--- src/rtl/i2c_stop_pkg.sv ---
package i2c_stop_pkg;

  typedef enum logic [2:0] {
    ST_IDLE,
    ST_SETUP,
    ST_WAIT_SCL,
    ST_SCL_HI,
    ST_SDA_HI
  } stop_st_e;

  // Number of cycles one baud interval lasts for a given reload value.
  function automatic int unsigned baud_cycles(input int unsigned rld);
    return (rld == 0) ? 1 : rld;
  endfunction

endpackage

--- src/rtl/stop_baud_timer.sv ---
module stop_baud_timer #(
  parameter int RLD_W = 7
) (
  input  logic             clk,
  input  logic             rst_n,
  input  logic             load,
  input  logic [RLD_W-1:0] reload,
  output logic             tick
);
  import i2c_stop_pkg::*;

  logic [RLD_W-1:0] cnt;
  int unsigned      len;

  assign len  = baud_cycles(int'(reload));
  assign tick = (cnt == '0);

  always_ff @(posedge clk or negedge rst_n) begin
    if (!rst_n)          cnt <= '0;
    else if (load)       cnt <= RLD_W'(len - 1);
    else if (cnt != '0)  cnt <= cnt - 1'b1;
  end

  // a zero reload expires right after loading
  a_r9_zero_reload: assert property (@(posedge clk) disable iff (!rst_n)
    (load && reload == '0) |=> tick);

endmodule

--- src/rtl/stop_sequencer.sv ---
module stop_sequencer
  import i2c_stop_pkg::*;
(
  input  logic     clk,
  input  logic     rst_n,
  input  logic     req,
  input  logic     blocked,
  input  logic     sda_in,
  input  logic     scl_in,
  input  logic     tick,
  output logic     load,
  output logic     accept,
  output logic     ev_done,
  output logic     ev_coll,
  output logic     sda_oe,
  output logic     scl_oe,
  output stop_st_e state
);

  stop_st_e nxt;
  logic     coll_scl_ev;
  logic     coll_sda_ev;

  always_comb begin
    nxt         = state;
    load        = 1'b0;
    accept      = 1'b0;
    ev_done     = 1'b0;
    coll_scl_ev = 1'b0;
    coll_sda_ev = 1'b0;
    case (state)
      ST_IDLE: if (req && !blocked) begin
        nxt    = ST_SETUP;
        load   = 1'b1;
        accept = 1'b1;
      end
      ST_SETUP: if (tick && !sda_in) nxt = ST_WAIT_SCL;
      ST_WAIT_SCL: if (scl_in) begin
        nxt  = ST_SCL_HI;
        load = 1'b1;
      end
      ST_SCL_HI: begin
        if (!scl_in) begin
          coll_scl_ev = 1'b1;
          nxt         = ST_IDLE;
        end else if (tick) begin
          nxt  = ST_SDA_HI;
          load = 1'b1;
        end
      end
      ST_SDA_HI: if (tick) begin
        nxt = ST_IDLE;
        if (!sda_in) coll_sda_ev = 1'b1;
        else         ev_done     = 1'b1;
      end
      default: nxt = ST_IDLE;
    endcase
  end

  assign ev_coll = coll_scl_ev | coll_sda_ev;
  assign sda_oe  = (state == ST_SETUP) || (state == ST_WAIT_SCL) || (state == ST_SCL_HI);
  assign scl_oe  = (state == ST_SETUP);

  always_ff @(posedge clk or negedge rst_n) begin
    if (!rst_n) state <= ST_IDLE;
    else        state <= nxt;
  end

  // SCL let go only after SDA read low
  a_r2_scl_after_sda: assert property (@(posedge clk) disable iff (!rst_n)
    $fell(scl_oe) |-> !$past(sda_in));

  // SCL-high interval begins only once SCL was read high
  a_r3_wait_arbitration: assert property (@(posedge clk) disable iff (!rst_n)
    (state == ST_SCL_HI && $past(state) == ST_WAIT_SCL) |-> $past(scl_in));

  // blocked requests leave the sequencer idle
  a_r8_blocked_idle: assert property (@(posedge clk) disable iff (!rst_n)
    (state == ST_IDLE && blocked) |=> state == ST_IDLE);

endmodule

--- src/rtl/stop_flags.sv ---
module stop_flags (
  input  logic clk,
  input  logic rst_n,
  input  logic ev_done,
  input  logic ev_coll,
  input  logic accept,
  input  logic clr_coll,
  output logic stop_done,
  output logic done_irq,
  output logic bus_coll
);

  always_ff @(posedge clk or negedge rst_n) begin
    if (!rst_n) begin
      stop_done <= 1'b0;
      done_irq  <= 1'b0;
      bus_coll  <= 1'b0;
    end else begin
      done_irq <= ev_done;
      if (ev_done)     stop_done <= 1'b1;
      else if (accept) stop_done <= 1'b0;
      if (ev_coll)       bus_coll <= 1'b1;
      else if (clr_coll) bus_coll <= 1'b0;
    end
  end

  // completion never coexists with a collision
  a_r5_done_excl: assert property (@(posedge clk) disable iff (!rst_n)
    done_irq |-> (stop_done && !bus_coll));

  // interrupt lasts one cycle
  a_r5_irq_pulse: assert property (@(posedge clk) disable iff (!rst_n)
    done_irq |=> !done_irq);

endmodule

--- src/rtl/i2c_stop_unit.sv ---
module i2c_stop_unit #(
  parameter int RLD_W = 7
) (
  input  logic             clk,
  input  logic             rst_n,
  input  logic             stop_req,
  input  logic [RLD_W-1:0] reload,
  input  logic             sda_in,
  input  logic             scl_in,
  input  logic             clr_coll,
  output logic             sda_oe,
  output logic             scl_oe,
  output logic             stop_done,
  output logic             done_irq,
  output logic             bus_coll
);
  import i2c_stop_pkg::*;

  logic     tick;
  logic     load;
  logic     accept;
  logic     ev_done;
  logic     ev_coll;
  stop_st_e state;

  stop_baud_timer #(.RLD_W(RLD_W)) u_timer (
    .clk    (clk),
    .rst_n  (rst_n),
    .load   (load),
    .reload (reload),
    .tick   (tick)
  );

  stop_sequencer u_seq (
    .clk     (clk),
    .rst_n   (rst_n),
    .req     (stop_req),
    .blocked (bus_coll),
    .sda_in  (sda_in),
    .scl_in  (scl_in),
    .tick    (tick),
    .load    (load),
    .accept  (accept),
    .ev_done (ev_done),
    .ev_coll (ev_coll),
    .sda_oe  (sda_oe),
    .scl_oe  (scl_oe),
    .state   (state)
  );

  stop_flags u_flags (
    .clk       (clk),
    .rst_n     (rst_n),
    .ev_done   (ev_done),
    .ev_coll   (ev_coll),
    .accept    (accept),
    .clr_coll  (clr_coll),
    .stop_done (stop_done),
    .done_irq  (done_irq),
    .bus_coll  (bus_coll)
  );

  // a collision lets go of both lines at once
  a_r7_release_on_coll: assert property (@(posedge clk) disable iff (!rst_n)
    $rose(bus_coll) |-> (!sda_oe && !scl_oe && !stop_done));

  // a new collision only arises from an active sequence
  a_r4_coll_from_busy: assert property (@(posedge clk) disable iff (!rst_n)
    $rose(bus_coll) |-> $past(state == ST_SCL_HI || state == ST_SDA_HI));

endmodule

--- config.mk ---
export PLATFORM = sky130hd
export DESIGN_NAME = i2c_stop_unit
export DESIGN_NICKNAME = d
export VERILOG_FILES = /design/src/rtl/i2c_stop_pkg.sv /design/src/rtl/stop_baud_timer.sv /design/src/rtl/stop_sequencer.sv /design/src/rtl/stop_flags.sv /design/src/rtl/i2c_stop_unit.sv
export SDC_FILE = /design/constraint.sdc
export NUM_CORES = 1
export LEC_CHECK = 0
export ABC_CLOCK_PERIOD_IN_PS = 6400
export BUFFER_PORTS_ARGS = -buffer_cell sky130_fd_sc_hd__buf_4
export CELL_PAD_IN_SITES_DETAIL_PLACEMENT = 1
export CELL_PAD_IN_SITES_GLOBAL_PLACEMENT = 2
export CORE_MARGIN = 1
export CORE_UTILIZATION = 36
export CTS_BUF_LIST = sky130_fd_sc_hd__clkbuf_8
export DETAILED_ROUTE_END_ITERATION = 7
export GPL_ROUTABILITY_DRIVEN = 0
export PLACE_DENSITY_LB_ADDON = 0.1
export SYNTH_ARGS = -nofsm -noshare
export SYNTH_HDL_FRONTEND = slang
export SYNTH_SLANG_ARGS = --single-unit
--- constraint.sdc ---
create_clock -name clk -period 6.4 [get_ports clk]
set_input_delay 0.32 -clock clk [delete_from_list [all_inputs] [get_ports clk]]
set_output_delay 0.32 -clock clk [all_outputs]
set_load 0.02 [all_outputs]
Yosys cells after proc, flatten, opt, wreduce, memory -nomap -nowiden
Cells that the tools add are included.
{ "totals": {"output_inout_bits": 5, "elab_cells": 59, "reg_bits": 13} }
{ "op_classes": {"mux": 28, "n_eq_ne": 9, "bitwise": 1, "reduce_logical": 14, "addsub": 2} }
{ "ops": {"columns": ["operator", "count"], "rows": [
  ["$mux W7", 3],
  ["$mux W3", 6],
  ["$mux W1", 17],
  ["$pmux W3 S5", 1],
  ["$logic_not A7 Y1", 2],
  ["$sub A7 B1 Y7 const B", 2],
  ["$reduce_bool A7 Y1", 1],
  ["$eq A3 B2 Y1 const B", 2],
  ["$ne A2 B1 Y1 const B", 3],
  ["$reduce_bool A2 Y1", 3],
  ["$reduce_and A5 Y1", 1],
  ["$eq A3 B1 Y1 const B", 1],
  ["$eq A3 B3 Y1 const B", 1],
  ["$logic_not A3 Y1", 1],
  ["$ne A3 B2 Y1 const B", 1],
  ["$pmux W1 S3", 1],
  ["$logic_and A1 B1 Y1", 2],
  ["$logic_not A1 Y1", 2],
  ["$logic_or A1 B1 Y1", 2],
  ["$ne A2 B2 Y1 const B", 1],
  ["$or A1 B1 Y1", 1]
]} }

Depth between registers and ports, before layout
{ "depth": {"ltp_word": 6, "mapped_depth": 13} }

Cells and area by module
From an unflattened synthesis, not the netlist that was laid out.
{ "unflattened": {"cells_unflattened": 96, "area_unflattened_um2": 862.1} }
{ "by_module_without_submodules": {"columns": ["mod", "cells_each", "n_inst", "seq_area_each_um2", "area_per_inst_um2"], "rows": [
  ["stop_baud_timer", 59, 1, 175.2, 538.0],
  ["stop_sequencer", 30, 1, 75.1, 226.5],
  ["stop_flags", 7, 1, 75.1, 97.6]
]} }

Worst setup path after synthesis
No wires, ideal clock.
{ "synth_path": {"path_kind": "flip-flop to flip-flop", "start": "reg u_timer.cnt[1]", "end": "reg u_timer.cnt[6]", "path_slack_ns": 3.289, "synth_period_minus_slack_ns": 3.111, "path_stages_with_launch": 13, "arrival_ns": 2.985, "path_cell_list": "dfrtp_1 -> or4_4 -> buf_6 -> nor4_4 -> a21o_4 -> buf_12 -> mux2i_1 -> ha_1 -> or3b_2 -> nor3_1 -> or3b_2 -> nand3_1 -> o311a_1"} }
{ "synth_via": {"elab_chain_len": 5, "elab_cells_between_ends": 9, "cone_classes": "add/sub: 1; mux: 5; reduce/logical: 3"} }
{ "synth_lines": {"columns": ["item", "line_no", "rtl"], "rows": [
  ["start, declared", "stop_baud_timer.sv:12", "logic [RLD_W-1:0] cnt;"],
  ["start signal, assigned", "stop_baud_timer.sv:20", "else if (load) cnt <= RLD_W'(len - 1);"],
  ["start signal, assigned", "stop_baud_timer.sv:21", "else if (cnt != '0) cnt <= cnt - 1'b1;"],
  ["parallel branches: the longest is 5 deep, another holds $sub A7 B1 Y7", null, null]
]} }
Several ways; the timed one is not identified. The select of a mux whose other input is x is not followed.
A chain may end at the register's enable or synchronous reset.

Final worst setup path
{ "layout_path": {"start": "reg u_seq.state[1]", "end": "reg u_timer.cnt[6]"} }
{ "layout_via": {"elab_chain_len": 3, "elab_cells_between_ends": 6, "cone_classes": "eq/ne: 2; mux: 2; reduce/logical: 2"} }
{ "layout_lines": {"columns": ["item", "line_no", "rtl"], "rows": [
  ["start, declared", "stop_sequencer.sv:17", "output stop_st_e state"],
  ["start signal, assigned", "stop_sequencer.sv:66", "else state <= nxt;"],
  ["$eq A3 B2 Y1 or $logic_not A3 Y1 (tied branches)", "stop_sequencer.sv:31", "case (state)"],
  ["$pmux W1 S3 (*)", "stop_sequencer.sv:31", null],
  ["$mux W7 or $reduce_bool A2 Y1 (tied branches)", null, null]
]} }
Every way passes the cells marked *; elsewhere a longest branch is shown, timed or not.

==> flow_summary.yaml <==
synthesis:
  yosys-top-cells-count: "nor2_1, dfrtp_1, a21oi_1"
  yosysWarnings: 0
  synth_edf_count: 0
  synthesis.area_um2: 895.9
  synth-seq-area-share: 0.3631
  synth_cell_types: 36
  syn_area_per_cell_um2: 8.959
  syn_inst: 100
  ys.flop_type: "dfrtp_1"
  ys_async_sr_fraction: 1.000
  synth_nets: 114
  yosysMostFrequentCell: "nor2_1"
  synth_top_area_cell: "dfrtp_1"
  ys_ff_latch: 13
  synth_top_area_frac: 0.3631
  netlist_top_cells_area: "dfrtp_1, a21oi_1, nor2_1, mux2i_1, or3b_2"
timing:
  period_needed_ps: 3449
  fmax_mhz: 290.0
  setup_tns_ps: 0
  hold_viol: 0
  worst_slew_pin_slew_ps: 660.3
  slew_headroom: 0.5589
  setup_violations: 0
  grt_setup_unrepaired: "false"
  finClkSkew_ps: 8.701
  fin_crit_sh: 0.5388
  fin_ws_ps: 2952
  finalMaxSlewViolations: 0
grt:
  track_usage: 0.2047
  grt_pass1_wl_um: 3953
  first_global_vias: 866
  antenna_found_initial: 0
  grt_overflow_total: 0
  grt_max_degree: 14
final_layout:
  nFillCells: 289
  antenna_cells: 0
  area_growth_pct: 19.13
  fin_area_um2: 1067
  layout-drive-gt1-share: 0.2458
  multi_input_area_um2: 509.2
  nets: 133
  regArea_um2: 325.3
pwr:
  p_seq_frac: 0.479
  p_sw_frac: 0.2306
  p_per_area_nw_per_um2: 160.7
  power.leakage_nw: 0.4639
  p_int_w: 0.0001320
  p_comb_frac: 0.085
  clockPowerShare: 0.435
  switchingPower_w: 0.00003955
  ir_worst_vdd_mv: 0.09858
routing:
  final_antenna_net_count: 0
  routed_wl_um: 2277
  drtPass1Iterations: 4
  drt_iter0_markers: 8
  wl_per_cell_um: 15.60
  drcViolationCount: 0
  vias: 833
  viasPerCell: 5.705
worst_setup_path:
  worst_setup_path_start_kind: "flip-flop"
  end_kind: "flip-flop"
  path_class: "flip-flop to flip-flop"
  worstPathArrival_ps: 3590
  critPathMaxFanout: 12
  crit_required_ps: 6540
clock_tree:
  cts_sinks: 13
  numCtsBuffers: 3
  cts_root_buffer: "clkbuf_8"
  htree_levels: 1
  clock_path_buffers: 2
  cts_resized: 0
  clk_latency_ps: 250
  clkSlewWorstSetupHoldPaths_ps: 60
  cts_tree: "done"
outcome:
  run_status: "finished, final reports clean"
die:
  die_y_um: 51.89
  die_w_um: 51.89
  die_area_um2: 2692
  rows: 17
  initial_core_util: 0.3936
  fp.coreArea_um2: 2276
  pin_count: 18
flow_run:
  drv_cap: 0
placed_design:
  pre_cts_slack_ps: 2982
  place_area_um2: 1012
  io_buffer_count: 17
  dp_hpwl_um: 1784
min_path:
  hp-class: "input pin to flip-flop"
cell families after synthesis:
logic type / after synthesis / share of synthesized area
fa+ha+maj: 1 / 0.01396
compound gates: 30 / 0.2151
buf+inv: 8 / 0.06843
mux: 3 / 0.03352
xor+xnor: 3 / 0.02933
simple gates: 42 / 0.2766
flops: 13 / 0.3631
through the flow:
step / instances / hold WS (ps) / total power [W] / util
finish: 146 / 299.5 / 0.0001715 / 0.4689
global route: 146 / 301.1 / 0.0001785 / 0.4689
global placement: 141 / 176.8 / 0.00009774 / 0.4448
detailed placement: 141 / 182.9 / 0.00009810 / 0.4448
CTS: 146 / 298.2 / 0.0001747 / 0.4689
floorplan: 100 / 24.41 / 0.00008740 / -
critical path: stages (launching register included):
cell and delay (ps):
dfrtp_1 470, or3b_2 530, a21boi_1 560, a21o_4 250
mux2i_1 210, ha_1 220, or3b_2 480, nor3_1 220
or3b_2 170, nand3_1 70, o311a_1 130
power groups by stage:
stage / sequential (W) / combinational [W] / clock [W]
detailed placement: 0.0000837 / 0.0000144 / 0
global route: 0.0000822 / 0.0000163 / 0.0000801
finish: 0.0000822 / 0.0000146 / 0.0000747
global placement: 0.0000837 / 0.0000140 / 0
floorplan: 0.0000837 / 0.00000369 / 0
CTS: 0.0000822 / 0.0000149 / 0.0000776
cell usage in the layout (no fill, tap or decap), types with 2 or more instances in the layout:
cell type	instances
inv_1	5
o21ai_0	4
mux2i_1	3
o31ai_1	3
dfrtp_1	13
nand2_1	6
or3b_2	3
a21oi_1	12
nand3_1	4
buf_4	17
o22ai_1	2
or4_4	2
clkbuf_8	3
nor2_1	14
nor3_1	5
xor2_1	2
metal layers:
| layer | GRT usage | wire (um) | up-vias |
|---|---|---|---|
| met3 | 0.02924 | 90 | 5 |
| li1 | - | - | 405 |
| met5 | 0 | 0 | - |
| met4 | 0.1216 | 55 | 0 |
| met2 | 0.3611 | 1186 | 21 |
| met1 | 0.2297 | 944 | 402 |
sequential cells by signal, indices dropped and copies added, names as in the netlist:
name	cells
u_timer.cnt	7
u_flags.bus_coll	1
u_flags.stop_done	1
u_seq.state	3
u_flags.done_irq	1
what timing repair did:
action	4_1_cts	5_1_grt
hold endpoints to repair	13	0
buffers inserted	0	0
hold buffers	1	0
worst paths after layout:
path | start | end | slack (ps) | cells after the start
worst max-delay path | u_seq.state[1]$_DFFE_PN0P_ | u_timer.cnt[6]$_DFFE_PN0P_ | 2950 | 10
min in group asynchronous | rst_n | u_seq.state[1]$_DFFE_PN0P_ | 450 | 2
worst min register to register | u_timer.cnt[0]$_DFFE_PN0P_ | u_timer.cnt[0]$_DFFE_PN0P_ | 530 | 1
worst min-delay path | sda_in | u_flags.bus_coll$_DFFE_PN0P_ | 300 | 2
max in group asynchronous | rst_n | u_flags.done_irq$_DFF_PN0_ | 5770 | 2
worst max register to register | u_seq.state[1]$_DFFE_PN0P_ | u_timer.cnt[6]$_DFFE_PN0P_ | 2950 | 10
layout make-up:
class                      count  share of cell area
multi-input combinational     79              0.4771
tap                           28             0.03283
timing repair buffer          18              0.1290
clock buffer                   3             0.03869
clock inverter                 1            0.003517
inverter                       4             0.01407
sequential                    13              0.3048
(Power assumes the default switching activity.)
